$ cat src/rtl/pbus_pkg.sv
package pbus_pkg;
    localparam int DW     = 8;
    localparam int AW     = 3;
    localparam int CTL_N  = 9;
    localparam int STAT_N = 7;
    localparam int TPH_N  = 4;

    typedef logic [DW-1:0] byte_t;

    typedef enum logic [1:0] {
        ACC_IDLE  = 2'd0,
        ACC_READ  = 2'd1,
        ACC_WRITE = 2'd2,
        ACC_WAIT  = 2'd3
    } acc_state_t;

    localparam logic [AW-1:0] ADR_DATA  = 3'd0;
    localparam logic [AW-1:0] ADR_ICMD  = 3'd1;
    localparam logic [AW-1:0] ADR_MODE  = 3'd2;
    localparam logic [AW-1:0] ADR_TCMD  = 3'd3;
    localparam logic [AW-1:0] ADR_BUS   = 3'd4;
    localparam logic [AW-1:0] ADR_STAT  = 3'd5;
    localparam logic [AW-1:0] ADR_INDAT = 3'd6;
    localparam logic [AW-1:0] ADR_CLEAR = 3'd7;

    localparam int CTL_IO  = 0;
    localparam int CTL_CD  = 1;
    localparam int CTL_MSG = 2;
    localparam int CTL_REQ = 3;
    localparam int CTL_ACK = 4;
    localparam int CTL_ATN = 5;
    localparam int CTL_SEL = 6;
    localparam int CTL_BSY = 7;
    localparam int CTL_RST = 8;

    localparam int ST_ARB_BUSY = 0;
    localparam int ST_ARB_LOST = 1;
    localparam int ST_LAST     = 2;
    localparam int ST_END_DMA  = 3;
    localparam int ST_DMA_REQ  = 4;
    localparam int ST_PH_MATCH = 5;
    localparam int ST_BUS_ERR  = 6;

    localparam int MD_TARGET  = 6;
    localparam int MD_PAR_CHK = 5;
    localparam int MD_PAR_IRQ = 4;

    localparam int IC_RST  = 7;
    localparam int IC_TRI  = 6;
    localparam int IC_RSVD = 5;
    localparam int IC_ACK  = 4;
    localparam int IC_BSY  = 3;
    localparam int IC_SEL  = 2;
    localparam int IC_ATN  = 1;
    localparam int IC_DATA = 0;
endpackage

$ cat src/rtl/pbus_access_fsm.sv
module pbus_access_fsm
    import pbus_pkg::*;
(
    input  logic          clk,
    input  logic          rst_n,
    input  logic          cs_n,
    input  logic          rd_n,
    input  logic          wr_n,
    input  logic [AW-1:0] addr,
    input  byte_t         wdata,
    output logic [AW-1:0] addr_q,
    output byte_t         wdata_q,
    output logic          rd_pulse,
    output logic          wr_pulse,
    output logic          rd_hold
);
    acc_state_t state_q, state_d;
    logic       sel_wr, sel_rd, released;

    assign sel_wr   = !cs_n && !wr_n;
    assign sel_rd   = !cs_n && !rd_n;
    assign released = cs_n || (rd_n && wr_n);

    // state register
    always_ff @(posedge clk or negedge rst_n) begin
        if (!rst_n) state_q <= ACC_IDLE;
        else        state_q <= state_d;
    end

    // transitions
    always_comb begin
        state_d = state_q;
        unique case (state_q)
            ACC_IDLE: begin
                if (sel_wr)      state_d = ACC_WRITE;
                else if (sel_rd) state_d = ACC_READ;
            end
            ACC_READ:  state_d = ACC_WAIT;
            ACC_WRITE: state_d = ACC_WAIT;
            ACC_WAIT:  if (released) state_d = ACC_IDLE;
        endcase
    end

    // outputs
    assign rd_pulse = (state_q == ACC_READ);
    assign wr_pulse = (state_q == ACC_WRITE);

    always_ff @(posedge clk or negedge rst_n) begin
        if (!rst_n) begin
            addr_q  <= '0;
            wdata_q <= '0;
            rd_hold <= 1'b0;
        end else begin
            if (state_q == ACC_IDLE && (sel_wr || sel_rd)) begin
                addr_q  <= addr;
                wdata_q <= wdata;
            end
            if (state_q == ACC_READ)       rd_hold <= 1'b1;
            else if (state_d == ACC_IDLE)  rd_hold <= 1'b0;
        end
    end
endmodule

$ cat src/rtl/pbus_regbank.sv
module pbus_regbank
    import pbus_pkg::*;
(
    input  logic             clk,
    input  logic             rst_n,
    input  logic             wr_pulse,
    input  logic [AW-1:0]    addr_q,
    input  byte_t            wdata_q,
    output byte_t            out_data,
    output byte_t            icmd,
    output byte_t            mode,
    output logic [TPH_N-1:0] tcmd,
    output byte_t            sel_id,
    output logic             start_send,
    output logic             start_trx,
    output logic             start_irx,
    output logic [CTL_N-1:0] ctl_drv,
    output logic             db_oe,
    output byte_t            db_out_n,
    output logic             dbp_out_n
);
    logic [CTL_N-1:0] drv_raw;
    logic             tri_test;

    always_ff @(posedge clk or negedge rst_n) begin
        if (!rst_n) begin
            out_data   <= '0;
            icmd       <= '0;
            mode       <= '0;
            tcmd       <= '0;
            sel_id     <= '0;
            start_send <= 1'b0;
            start_trx  <= 1'b0;
            start_irx  <= 1'b0;
        end else begin
            start_send <= wr_pulse && (addr_q == ADR_STAT);
            start_trx  <= wr_pulse && (addr_q == ADR_INDAT);
            start_irx  <= wr_pulse && (addr_q == ADR_CLEAR);
            if (wr_pulse) begin
                unique case (addr_q)
                    ADR_DATA: out_data <= wdata_q;
                    ADR_ICMD: begin
                        icmd          <= wdata_q;
                        icmd[IC_RSVD] <= 1'b0;
                    end
                    ADR_MODE: mode   <= wdata_q;
                    ADR_TCMD: tcmd   <= wdata_q[TPH_N-1:0];
                    ADR_BUS:  sel_id <= wdata_q;
                    default: ;
                endcase
            end
        end
    end

    // initiator-owned lines
    assign drv_raw[CTL_RST] = icmd[IC_RST];
    assign drv_raw[CTL_BSY] = icmd[IC_BSY];
    assign drv_raw[CTL_SEL] = icmd[IC_SEL];
    assign drv_raw[CTL_ATN] = icmd[IC_ATN];
    assign drv_raw[CTL_ACK] = icmd[IC_ACK];

    // target phase lines, gated by target mode
    for (genvar i = 0; i < TPH_N; i++) begin : g_tph
        assign drv_raw[CTL_IO + i] = tcmd[i] && mode[MD_TARGET];
    end

    assign tri_test  = icmd[IC_TRI];
    assign ctl_drv   = tri_test ? '0 : drv_raw;
    assign db_oe     = icmd[IC_DATA] && !tri_test;
    assign db_out_n  = ~out_data;
    assign dbp_out_n = ^out_data;
endmodule

$ cat src/rtl/pbus_latch_irq.sv
module pbus_latch_irq
    import pbus_pkg::*;
(
    input  logic  clk,
    input  logic  rst_n,
    input  byte_t db_in_n,
    input  logic  dbp_in_n,
    input  logic  req_n,
    input  logic  ack_n,
    input  logic  brst_n,
    input  logic  target,
    input  logic  par_chk_en,
    input  logic  par_irq_en,
    input  logic  rd_data_pulse,
    input  logic  clr_pulse,
    output byte_t in_data,
    output logic  par_err,
    output logic  irq
);
    logic  req_prev, ack_prev, brst_prev;
    logic  hs_edge, brst_edge, bad_par, par_event;
    byte_t live;

    assign live      = ~db_in_n;
    assign bad_par   = !(^{live, !dbp_in_n});
    assign hs_edge   = target ? (!ack_n && !ack_prev) : (!req_n && !req_prev);
    assign brst_edge = !brst_n && !brst_prev;
    assign par_event = par_chk_en && bad_par && (hs_edge || rd_data_pulse);

    always_ff @(posedge clk or negedge rst_n) begin
        if (!rst_n) begin
            req_prev  <= 1'b0;
            ack_prev  <= 1'b0;
            brst_prev <= 1'b0;
            in_data   <= '0;
            par_err   <= 1'b0;
            irq       <= 1'b0;
        end else begin
            req_prev  <= !req_n;
            ack_prev  <= !ack_n;
            brst_prev <= !brst_n;
            if (hs_edge) in_data <= live;
            if (par_event)      par_err <= 1'b1;
            else if (clr_pulse) par_err <= 1'b0;
            if ((par_event && par_irq_en) || brst_edge) irq <= 1'b1;
            else if (clr_pulse)                          irq <= 1'b0;
        end
    end
endmodule

$ cat src/rtl/pbus_host_regfile.sv
module pbus_host_regfile
    import pbus_pkg::*;
(
    input  logic              clk,
    input  logic              rst_n,
    input  logic              cs_n,
    input  logic              rd_n,
    input  logic              wr_n,
    input  logic [2:0]        addr,
    input  logic [7:0]        wdata,
    output logic [7:0]        rdata,
    output logic              rdata_oe,
    input  logic [7:0]        db_in_n,
    input  logic              dbp_in_n,
    input  logic [8:0]        ctl_in_n,
    input  logic [6:0]        core_stat,
    output logic [8:0]        ctl_drv,
    output logic              db_oe,
    output logic [7:0]        db_out_n,
    output logic              dbp_out_n,
    output logic [7:0]        mode_out,
    output logic [7:0]        sel_id,
    output logic              start_send,
    output logic              start_trx,
    output logic              start_irx,
    output logic              irq
);
    logic [AW-1:0]    addr_q;
    byte_t            wdata_q, out_data, icmd, mode, in_data, rd_mux, rdata_q;
    logic [TPH_N-1:0] tcmd;
    logic             rd_pulse, wr_pulse, rd_hold, par_err;
    logic [CTL_N-1:0] bus;

    pbus_access_fsm u_fsm (
        .clk(clk), .rst_n(rst_n), .cs_n(cs_n), .rd_n(rd_n), .wr_n(wr_n),
        .addr(addr), .wdata(wdata), .addr_q(addr_q), .wdata_q(wdata_q),
        .rd_pulse(rd_pulse), .wr_pulse(wr_pulse), .rd_hold(rd_hold)
    );

    pbus_regbank u_regs (
        .clk(clk), .rst_n(rst_n), .wr_pulse(wr_pulse), .addr_q(addr_q),
        .wdata_q(wdata_q), .out_data(out_data), .icmd(icmd), .mode(mode),
        .tcmd(tcmd), .sel_id(sel_id), .start_send(start_send),
        .start_trx(start_trx), .start_irx(start_irx), .ctl_drv(ctl_drv),
        .db_oe(db_oe), .db_out_n(db_out_n), .dbp_out_n(dbp_out_n)
    );

    pbus_latch_irq u_lirq (
        .clk(clk), .rst_n(rst_n), .db_in_n(db_in_n), .dbp_in_n(dbp_in_n),
        .req_n(ctl_in_n[CTL_REQ]), .ack_n(ctl_in_n[CTL_ACK]),
        .brst_n(ctl_in_n[CTL_RST]), .target(mode[MD_TARGET]),
        .par_chk_en(mode[MD_PAR_CHK]), .par_irq_en(mode[MD_PAR_IRQ]),
        .rd_data_pulse(rd_pulse && (addr_q == ADR_DATA)),
        .clr_pulse(rd_pulse && (addr_q == ADR_CLEAR)),
        .in_data(in_data), .par_err(par_err), .irq(irq)
    );

    assign bus = ~ctl_in_n;

    always_comb begin
        rd_mux = '0;
        unique case (addr_q)
            ADR_DATA:  rd_mux = ~db_in_n;
            ADR_ICMD:  rd_mux = {icmd[IC_RST], core_stat[ST_ARB_BUSY],
                                 core_stat[ST_ARB_LOST], icmd[IC_ACK],
                                 icmd[IC_BSY], icmd[IC_SEL], icmd[IC_ATN],
                                 icmd[IC_DATA]};
            ADR_MODE:  rd_mux = mode;
            ADR_TCMD:  rd_mux = {core_stat[ST_LAST], 3'b000, tcmd};
            ADR_BUS:   rd_mux = {bus[CTL_RST], bus[CTL_BSY], bus[CTL_REQ],
                                 bus[CTL_MSG], bus[CTL_CD], bus[CTL_IO],
                                 bus[CTL_SEL], !dbp_in_n};
            ADR_STAT:  rd_mux = {core_stat[ST_END_DMA], core_stat[ST_DMA_REQ],
                                 par_err, irq, core_stat[ST_PH_MATCH],
                                 core_stat[ST_BUS_ERR], bus[CTL_ATN],
                                 bus[CTL_ACK]};
            ADR_INDAT: rd_mux = in_data;
            ADR_CLEAR: rd_mux = '0;
        endcase
    end

    always_ff @(posedge clk or negedge rst_n) begin
        if (!rst_n)        rdata_q <= '0;
        else if (rd_pulse) rdata_q <= rd_mux;
    end

    assign rdata    = rdata_q;
    assign rdata_oe = rd_hold;
    assign mode_out = mode;
endmodule

$ cat config.mk
export PLATFORM = sky130hd
export DESIGN_NAME = pbus_host_regfile
export DESIGN_NICKNAME = d
export VERILOG_FILES = /design/src/rtl/pbus_pkg.sv /design/src/rtl/pbus_access_fsm.sv /design/src/rtl/pbus_regbank.sv /design/src/rtl/pbus_latch_irq.sv /design/src/rtl/pbus_host_regfile.sv
export SDC_FILE = /design/constraint.sdc
export NUM_CORES = 1
export LEC_CHECK = 0
export BUFFER_PORTS_ARGS = -buffer_cell sky130_fd_sc_hd__buf_2
export CORE_ASPECT_RATIO = 1.2
export CORE_MARGIN = 4
export CORE_UTILIZATION = 55
export CTS_BUF_LIST = sky130_fd_sc_hd__clkbuf_2 sky130_fd_sc_hd__clkbuf_4 sky130_fd_sc_hd__clkbuf_8
export DETAILED_ROUTE_END_ITERATION = 12
export PLACE_DENSITY = 0.94
export SKIP_LAST_GASP = 1
export SLEW_MARGIN = 20
export SYNTH_ARGS = -nofsm -noshare
export SYNTH_HDL_FRONTEND = slang
export SYNTH_SLANG_ARGS = --single-unit
export TNS_END_PERCENT = 100
$ cat constraint.sdc
create_clock -name clk -period 2.29 [get_ports clk]
set_clock_uncertainty 0.2 [all_clocks]
set_input_delay 0 -clock clk [delete_from_list [all_inputs] [get_ports clk]]
set_output_delay 0 -clock clk [all_outputs]
set_load 0.05 [all_outputs]
==> flow_metrics.py, run 1 <==
metrics = {
    "global_routing": {
        "grt_overflow_total": 0,
        "grt_usage_pct": 26.0,
        "grt_pass1_wl_mm": 15.0,
        "grt_max_degree": 37,
        "antenna_found_initial": 0,
        "grt_pass1_vias": 3090,
    },
    "clock_tree": {
        "clk_latency_ns": 0.35,
        "clk_pin_slew_ns": 0.08,
        "htreeDepth": 3,
        "clock-root-buffer": "clkbuf_8",
        "cts_buffer_depth": 2,
        "post-cts-setup-buffers": 0,
        "cts_inserted_buffers": 9,
        "cts.sinks": 73,
        "cts_tree": "yes",
    },
    "logic_synthesis": {
        "yosysTopAreaCell": "dfrtp_1",
        "synth_cells": 323,
        "ys_warn_count": 0,
        "synth_area_mm2": 0.00357,
        "synth_cell_types": 39,
        "avgSynthCellArea_um2": 11.1,
        "synth.most_common_cell": "dfrtp_1",
        "ys.flop_type": "dfrtp_1",
        "synthTopCellsByCount": "73 x dfrtp_1, 41 x mux2_2, 39 x nand2_1, 30 x inv_1",
        "ys_seq_elements": 73,
        "seq_area_frac_synth_pct": 51.2,
        "async_flop_share_pct": 100,
        "synth_enable_flop_cells": 0,
        "synthTopCellsByArea": "dfrtp_1 51%, mux2_2 13%, nand2_1 4.1%, inv_1 3.2%, xnor2_1 2.5%",
        "syn-num-nets": 368,
        "synth_top_cell_area_share_pct": 51.2,
    },
    "power_and_ir_drop": {
        "ir_drop_mv": 1.70,
        "powerDensity_mw_per_mm2": 1620,
        "leakage_nw": 2.25,
    },
    "worst_setup_path": {
        "start_kind": "flip-flop",
        "arrival_ns": 2.25,
        "rr_startpoint": "u_fsm.addr_q[2]",
        "crit_start": "u_fsm.addr_q[2]",
        "end_kind": "flip-flop",
        "critical_path_peak_fanout": 8,
        "required_ns": 2.36,
        "worstSetupPathType": "flip-flop to flip-flop",
    },
    "placed_design": {
        "dpl_worst_slack_ns": 0.245,
        "port_buffers": 88,
        "place_hpwl_mm": 6.57,
        "place_congestion": 0.995,
    },
    "sta": {
        "tightest_slew_ns": 0.611,
        "rsz0062_at_grt": "false",
        "tns_ns": 0,
        "slew_violations": 0,
        "setup-violations-final": 0,
        "post-route-period-util_pct": 95.3,
        "finalWorstSetupSlack_ns": 0.108,
        "finalHoldViolCount": 0,
        "slew_headroom_pct": 59.2,
        "timing.final.crit_period_ns": 2.18,
        "timing.fmax_mhz": 458,
    },
    "worst_hold_path": {
        "holdCritPathClass": "primary input to async pin",
    },
    "outcome": {
        "status": "finished clean",
    },
    "floorplan": {
        "core_area_mm2": 0.00617,
        "start_util_pct": 57.9,
        "die_area_mm2": 0.00785,
        "die_x_um": 81.5,
        "chipHeight_um": 96.3,
        "rows": 31,
        "num_io_pins": 89,
    },
    "detailed_routing": {
        "totalWireLength_mm": 9.70,
        "drt_iter0_markers": 192,
        "drtPass1Iterations": 5,
        "ant_nets": 0,
        "dr_total_vias": 3023,
        "viasPerCell": 5.53,
        "remaining_drc_errors": 0,
        "wire_per_inst_um": 17.7,
    },
    "final_layout": {
        "area_growth_pct": 31.1,
        "fin_util_pct": 75.9,
        "drive_gt1_share_pct": 36.3,
        "n_fill_cell": 401,
        "n_antenna_cell": 0,
        "finalNetCount": 505,
    },
    "run": {
        "maxCapViolations": 0,
    },
}
-- sequential cells by signal, indices dropped and copies added (netlist names), 2 cells and up --
name / flops
u_regs.mode: 8
rdata: 8
u_fsm.addr_q: 3
u_fsm.wdata_q: 8
u_regs.out_data: 8
u_regs.icmd: 7
u_fsm.state_q: 2
u_lirq.in_data: 8
u_regs.sel_id: 8
u_regs.tcmd: 4
-- layout by cell type, fill, tap and decap left out, drive strengths merged, types with 2 or more instances in the layout --
cell         instances
buf                104
dfrtp               73
mux2                41
nand2               39
dlygate4sd3         38
inv                 30
o21ai               22
nor2b               13
clkbuf              11
xnor2               10
o22ai               10
nor2                 9
a21oi                8
mux2i                8
and2                 6
ha                   4
nor3                 4
nand2b               3
xor2                 3
a22o                 3
a222oi               3
a221oi               3
clkinv               3
o221ai               2
nand4                2
clkinvlp             2
-- cells by family (layout without fill, tap and decap cells) --
family,after synthesis,after routing,synth area share (%)
muxes,50,50,15.8
DFF,73,73,51.2
buffers and inverters,46,188,6.48
and+or+nand+nor,78,78,10.9
adders and majority gates,4,4,1.40
xor gates and xnor gates,14,14,3.82
AOI/OAI and AO/OA,58,58,10.4
-- what timing repair did --
action | in CTS | in global routing
endpoints found under the hold margin | 70 | 0
setup endpoints to repair | 0 | 1
hold buffers | 39 | 0
gates resized for setup | 0 | 3
-- report_power, final --
part	switching, mW	leakage (nW)	internal, mW
clock	0.475	0.0911	0.446
combinational	2.73	1.27	1.48
sequential	0.564	0.894	1.87
total	3.77	2.25	3.80
-- path summary, 6_finish.rpt --
path / depth (start not counted) / slack, ns / endpoint
max: 6 / 0.11 / rdata[3]
min: 3 / 0.02 / u_fsm.addr_q[2]
max reg2reg: 6 / 0.11 / rdata[3]
min reg2reg: 1 / 0.28 / rdata[4]
max in group asynchronous: 4 / 1.20 / rdata[4]
min in group clk: 5 / 0.05 / rdata[6]
-- final cells by class --
type / instances / area [µm²] / area share [%]
Sequential cell: 73 / 1830 / 39.1
Tap cell: 82 / 103 / 2.19
Inverter: 30 / 113 / 2.41
Clock inverter: 5 / 30.0 / 0.642
Timing Repair Buffer: 142 / 938 / 20.1
Multi-Input combinational cell: 204 / 1510 / 32.4
Clock buffer: 11 / 151 / 3.24
-- stage by stage --
step	hold slack, ns	area, µm²	std cells	power (mW)
finish	0.0167	4680	547	7.57
detailed placement	-0.178	4110	492	6.52
global route	0.0161	4680	547	7.98
floorplan	-0.496	3570	323	5.51
global placement	-0.181	4110	492	6.37
CTS	0.00285	4680	547	7.54
-- metal layers --
layer  track usage, %  wire [µm]  vias to the layer above
met4             8.45        245                        0
met1             30.2       3760                     1450
met5                0          0                        -
li1                 -          -                     1379
met3             6.09        660                       24
met2             46.6       5030                      170
-- critical path: stages (launching register included) --
cell and delay [ns]:
dfrtp_2 0.46, buf_4 0.17, nor2b_2 0.18, a221oi_1 0.30
a21oi_1 0.07, dlygate4sd3_1 0.59, o22ai_1 0.13
(Power assumes the default switching activity.)
==> run 2, diff against run 1 <==
MAX_ROUTING_LAYER = met4   (was unset)
==> run 2 against run 1 <==
Sequential power hardly changed. Global-route usage is 0.57 points higher. Die area stayed put. Final cell count stayed put. Non-clock buffer count stayed put. Critical endpoint is now u_fsm.state_q[1]. Combinational power is 2% lower. Critical path depth is 1 lower. Sequential share of layout area is 0.45 points lower. Power is 1.1% higher.
==> flow_metrics.py, run 2 (synthesis gave the netlist of run 1 again) <==
metrics = {
    "worst_hold_path": {
        "holdCritPathClass": "primary input to flip-flop",
        "hold_depth": 4,
        "min_from": "ctl_in_n[2]",
        "worstHoldEndpoint": "rdata[4]",
    },
    "final_layout": {
        "final_cell_mix": "88 x buf_2, 72 x dfrtp_1, 41 x mux2_2, 41 x dlygate4sd3_1, 39 x nand2_1",
        "drive_gt1_share_pct": 35.3,
        "n_antenna_cell": 0,
        "finalNetCount": 505,
        "area_growth_pct": 32.5,
        "fin_util_pct": 76.7,
        "instances_no_fill": 547,
        "n_fill_cell": 371,
        "final_common_cell": "buf_2",
        "final_area_mm2": 0.00473,
    },
    "sta": {
        "timing.fmax_mhz": 448,
        "tns_ns": 0,
        "rsz0062_at_grt": "false",
        "finalHoldViolCount": 0,
        "slew_violations": 0,
        "slew_headroom_pct": 62.5,
        "finalWorstSetupSlack_ns": 0.0561,
        "tightest_slew_ns": 0.563,
        "post-route-period-util_pct": 97.6,
        "timing.final.crit_period_ns": 2.23,
        "setup-violations-final": 0,
    },
    "placed_design": {
        "place_inst": 490,
        "dpl_worst_slack_ns": 0.346,
        "place_hpwl_mm": 6.64,
        "place_congestion": 0.925,
        "place_area_mm2": 0.00410,
        "port_buffers": 88,
    },
    "clock_tree": {
        "post-cts-setup-buffers": 0,
        "cts_tree": "yes",
        "clock-root-buffer": "clkbuf_8",
        "cts_buffer_depth": 2,
        "cts.sinks": 73,
        "clk_pin_slew_ns": 0.08,
        "clk_latency_ns": 0.35,
        "cts_inserted_buffers": 9,
        "htreeDepth": 3,
    },
    "outcome": {
        "status": "finished clean",
    },
    "worst_setup_path": {
        "end_kind": "flip-flop",
        "required_ns": 2.34,
        "critical_path_peak_fanout": 5,
        "worstSetupPathType": "flip-flop to flip-flop",
        "start_kind": "flip-flop",
        "rr_startpoint": "u_fsm.state_q[1]",
        "worstRegToRegCells": 5,
        "timing.rr.end": "u_fsm.state_q[1]",
        "rrSetupSlack_ns": 0.06,
        "arrival_ns": 2.28,
    },
    "floorplan": {
        "start_util_pct": 57.9,
        "die_area_mm2": 0.00785,
        "die_x_um": 81.5,
        "num_io_pins": 89,
        "rows": 31,
        "chipHeight_um": 96.3,
        "core_area_mm2": 0.00617,
    },
    "global_routing": {
        "grt_max_degree": 37,
        "grt_usage_pct": 26.5,
        "antenna_found_initial": 0,
        "grt_pass1_wl_mm": 15.1,
        "grt_pass1_vias": 3066,
        "grt_overflow_total": 0,
    },
    "power_and_ir_drop": {
        "ir_drop_mv": 2.14,
        "pwr-share-clk_pct": 14.1,
        "internal_power_mw": 3.92,
        "p_seq_share_pct": 32.0,
        "p_sw_mw": 3.74,
        "leakage_nw": 2.28,
        "swShare_pct": 48.8,
        "powerDensity_mw_per_mm2": 1620,
        "power_frac_comb_pct": 53.9,
    },
    "detailed_routing": {
        "ant_nets": 0,
        "drt_iter0_markers": 212,
        "dr_total_vias": 2966,
        "viasPerCell": 5.42,
        "drtPass1Iterations": 6,
        "remaining_drc_errors": 0,
        "totalWireLength_mm": 9.45,
        "wire_per_inst_um": 17.3,
    },
    "run": {
        "maxCapViolations": 0,
    },
}
run 2: cell count changes in the layout (fill, tap and decap cells not counted), sizes merged:
cell,previous run,this run
buf,104,101
dlygate4sd3,38,41
clkinvlp,2,0
bufinv,0,1
clkbuf,11,12
clkinv,3,2
inv,30,31
run 2: metal layers:
| layer | global-route usage [%] | vias up | share of wire [%] |
|---|---|---|---|
| li1 | - | 1375 | - |
| met3 | 4.68 | 34 | 6.5 |
| met1 | 31.0 | 1412 | 40 |
| met2 | 43.3 | 145 | 49 |
| met5 | - | - | 0 |
| met4 | 14.4 | 0 | 4.0 |
run 2: area by class of cell:
| cell class | instances | area (µm²) | area share [%] |
|---|---|---|---|
| flip-flops and latches | 73 | 1830 | 38.7 |
| multi-input cells | 204 | 1510 | 32.0 |
| repair buffers | 142 | 961 | 20.3 |
| clock buffers | 12 | 165 | 3.49 |
| inverters | 30 | 113 | 2.38 |
| well taps | 82 | 103 | 2.17 |
| clock inverters | 4 | 48.8 | 1.03 |
run 2: timing repair:
item	in CTS	in global routing
setup endpoints to repair	0	1
hold buffers	41	0
endpoints found under the hold margin	106	0
gates resized for setup	0	2
run 2: power by group through the flow:
stage | sequential [mW] | combinational (mW) | clock (mW)
after floorplan | 2.91 | 2.60 | 0
after global placement | 2.42 | 3.95 | 0
after detailed placement | 2.46 | 4.03 | 0
after CTS | 2.43 | 4.12 | 1.08
after global routing | 2.53 | 4.40 | 1.14
final | 2.45 | 4.13 | 1.08
run 2: worst max-delay path by stage:
stage                startpoint               end  cells past startpoint
6_report       u_fsm.state_q[1]  u_fsm.state_q[1]                      5
4_1_cts        u_fsm.state_q[1]  u_fsm.state_q[1]                      5
3_3_place_gp    u_fsm.addr_q[0]          rdata[1]                      5
5_1_grt        u_fsm.state_q[1]  u_fsm.state_q[1]                      5
3_5_place_dp    u_fsm.addr_q[0]    u_regs.icmd[2]                      3
2_1_floorplan  u_fsm.state_q[0]  u_regs.sel_id[0]                      5
run 2: metrics by stage:
| step | hold WS [ns] | power [mW] |
|---|---|---|
| 3_3_place_gp | -0.326 | 6.37 |
| 5_1_grt | 0.0326 | 8.07 |
| 3_5_place_dp | -0.321 | 6.49 |
| 6_report | 0.0332 | 7.66 |
| 4_1_cts | 0.0147 | 7.63 |
| 2_1_floorplan | -0.496 | 5.51 |
run 2: critical path: stages (launching register included):
cell and delay (ns):
dfrtp_2 0.45, o21ai_1 0.11, dlygate4sd3_1 0.57, nand2b_1 0.08, dlygate4sd3_1 0.57, and2_1 0.16
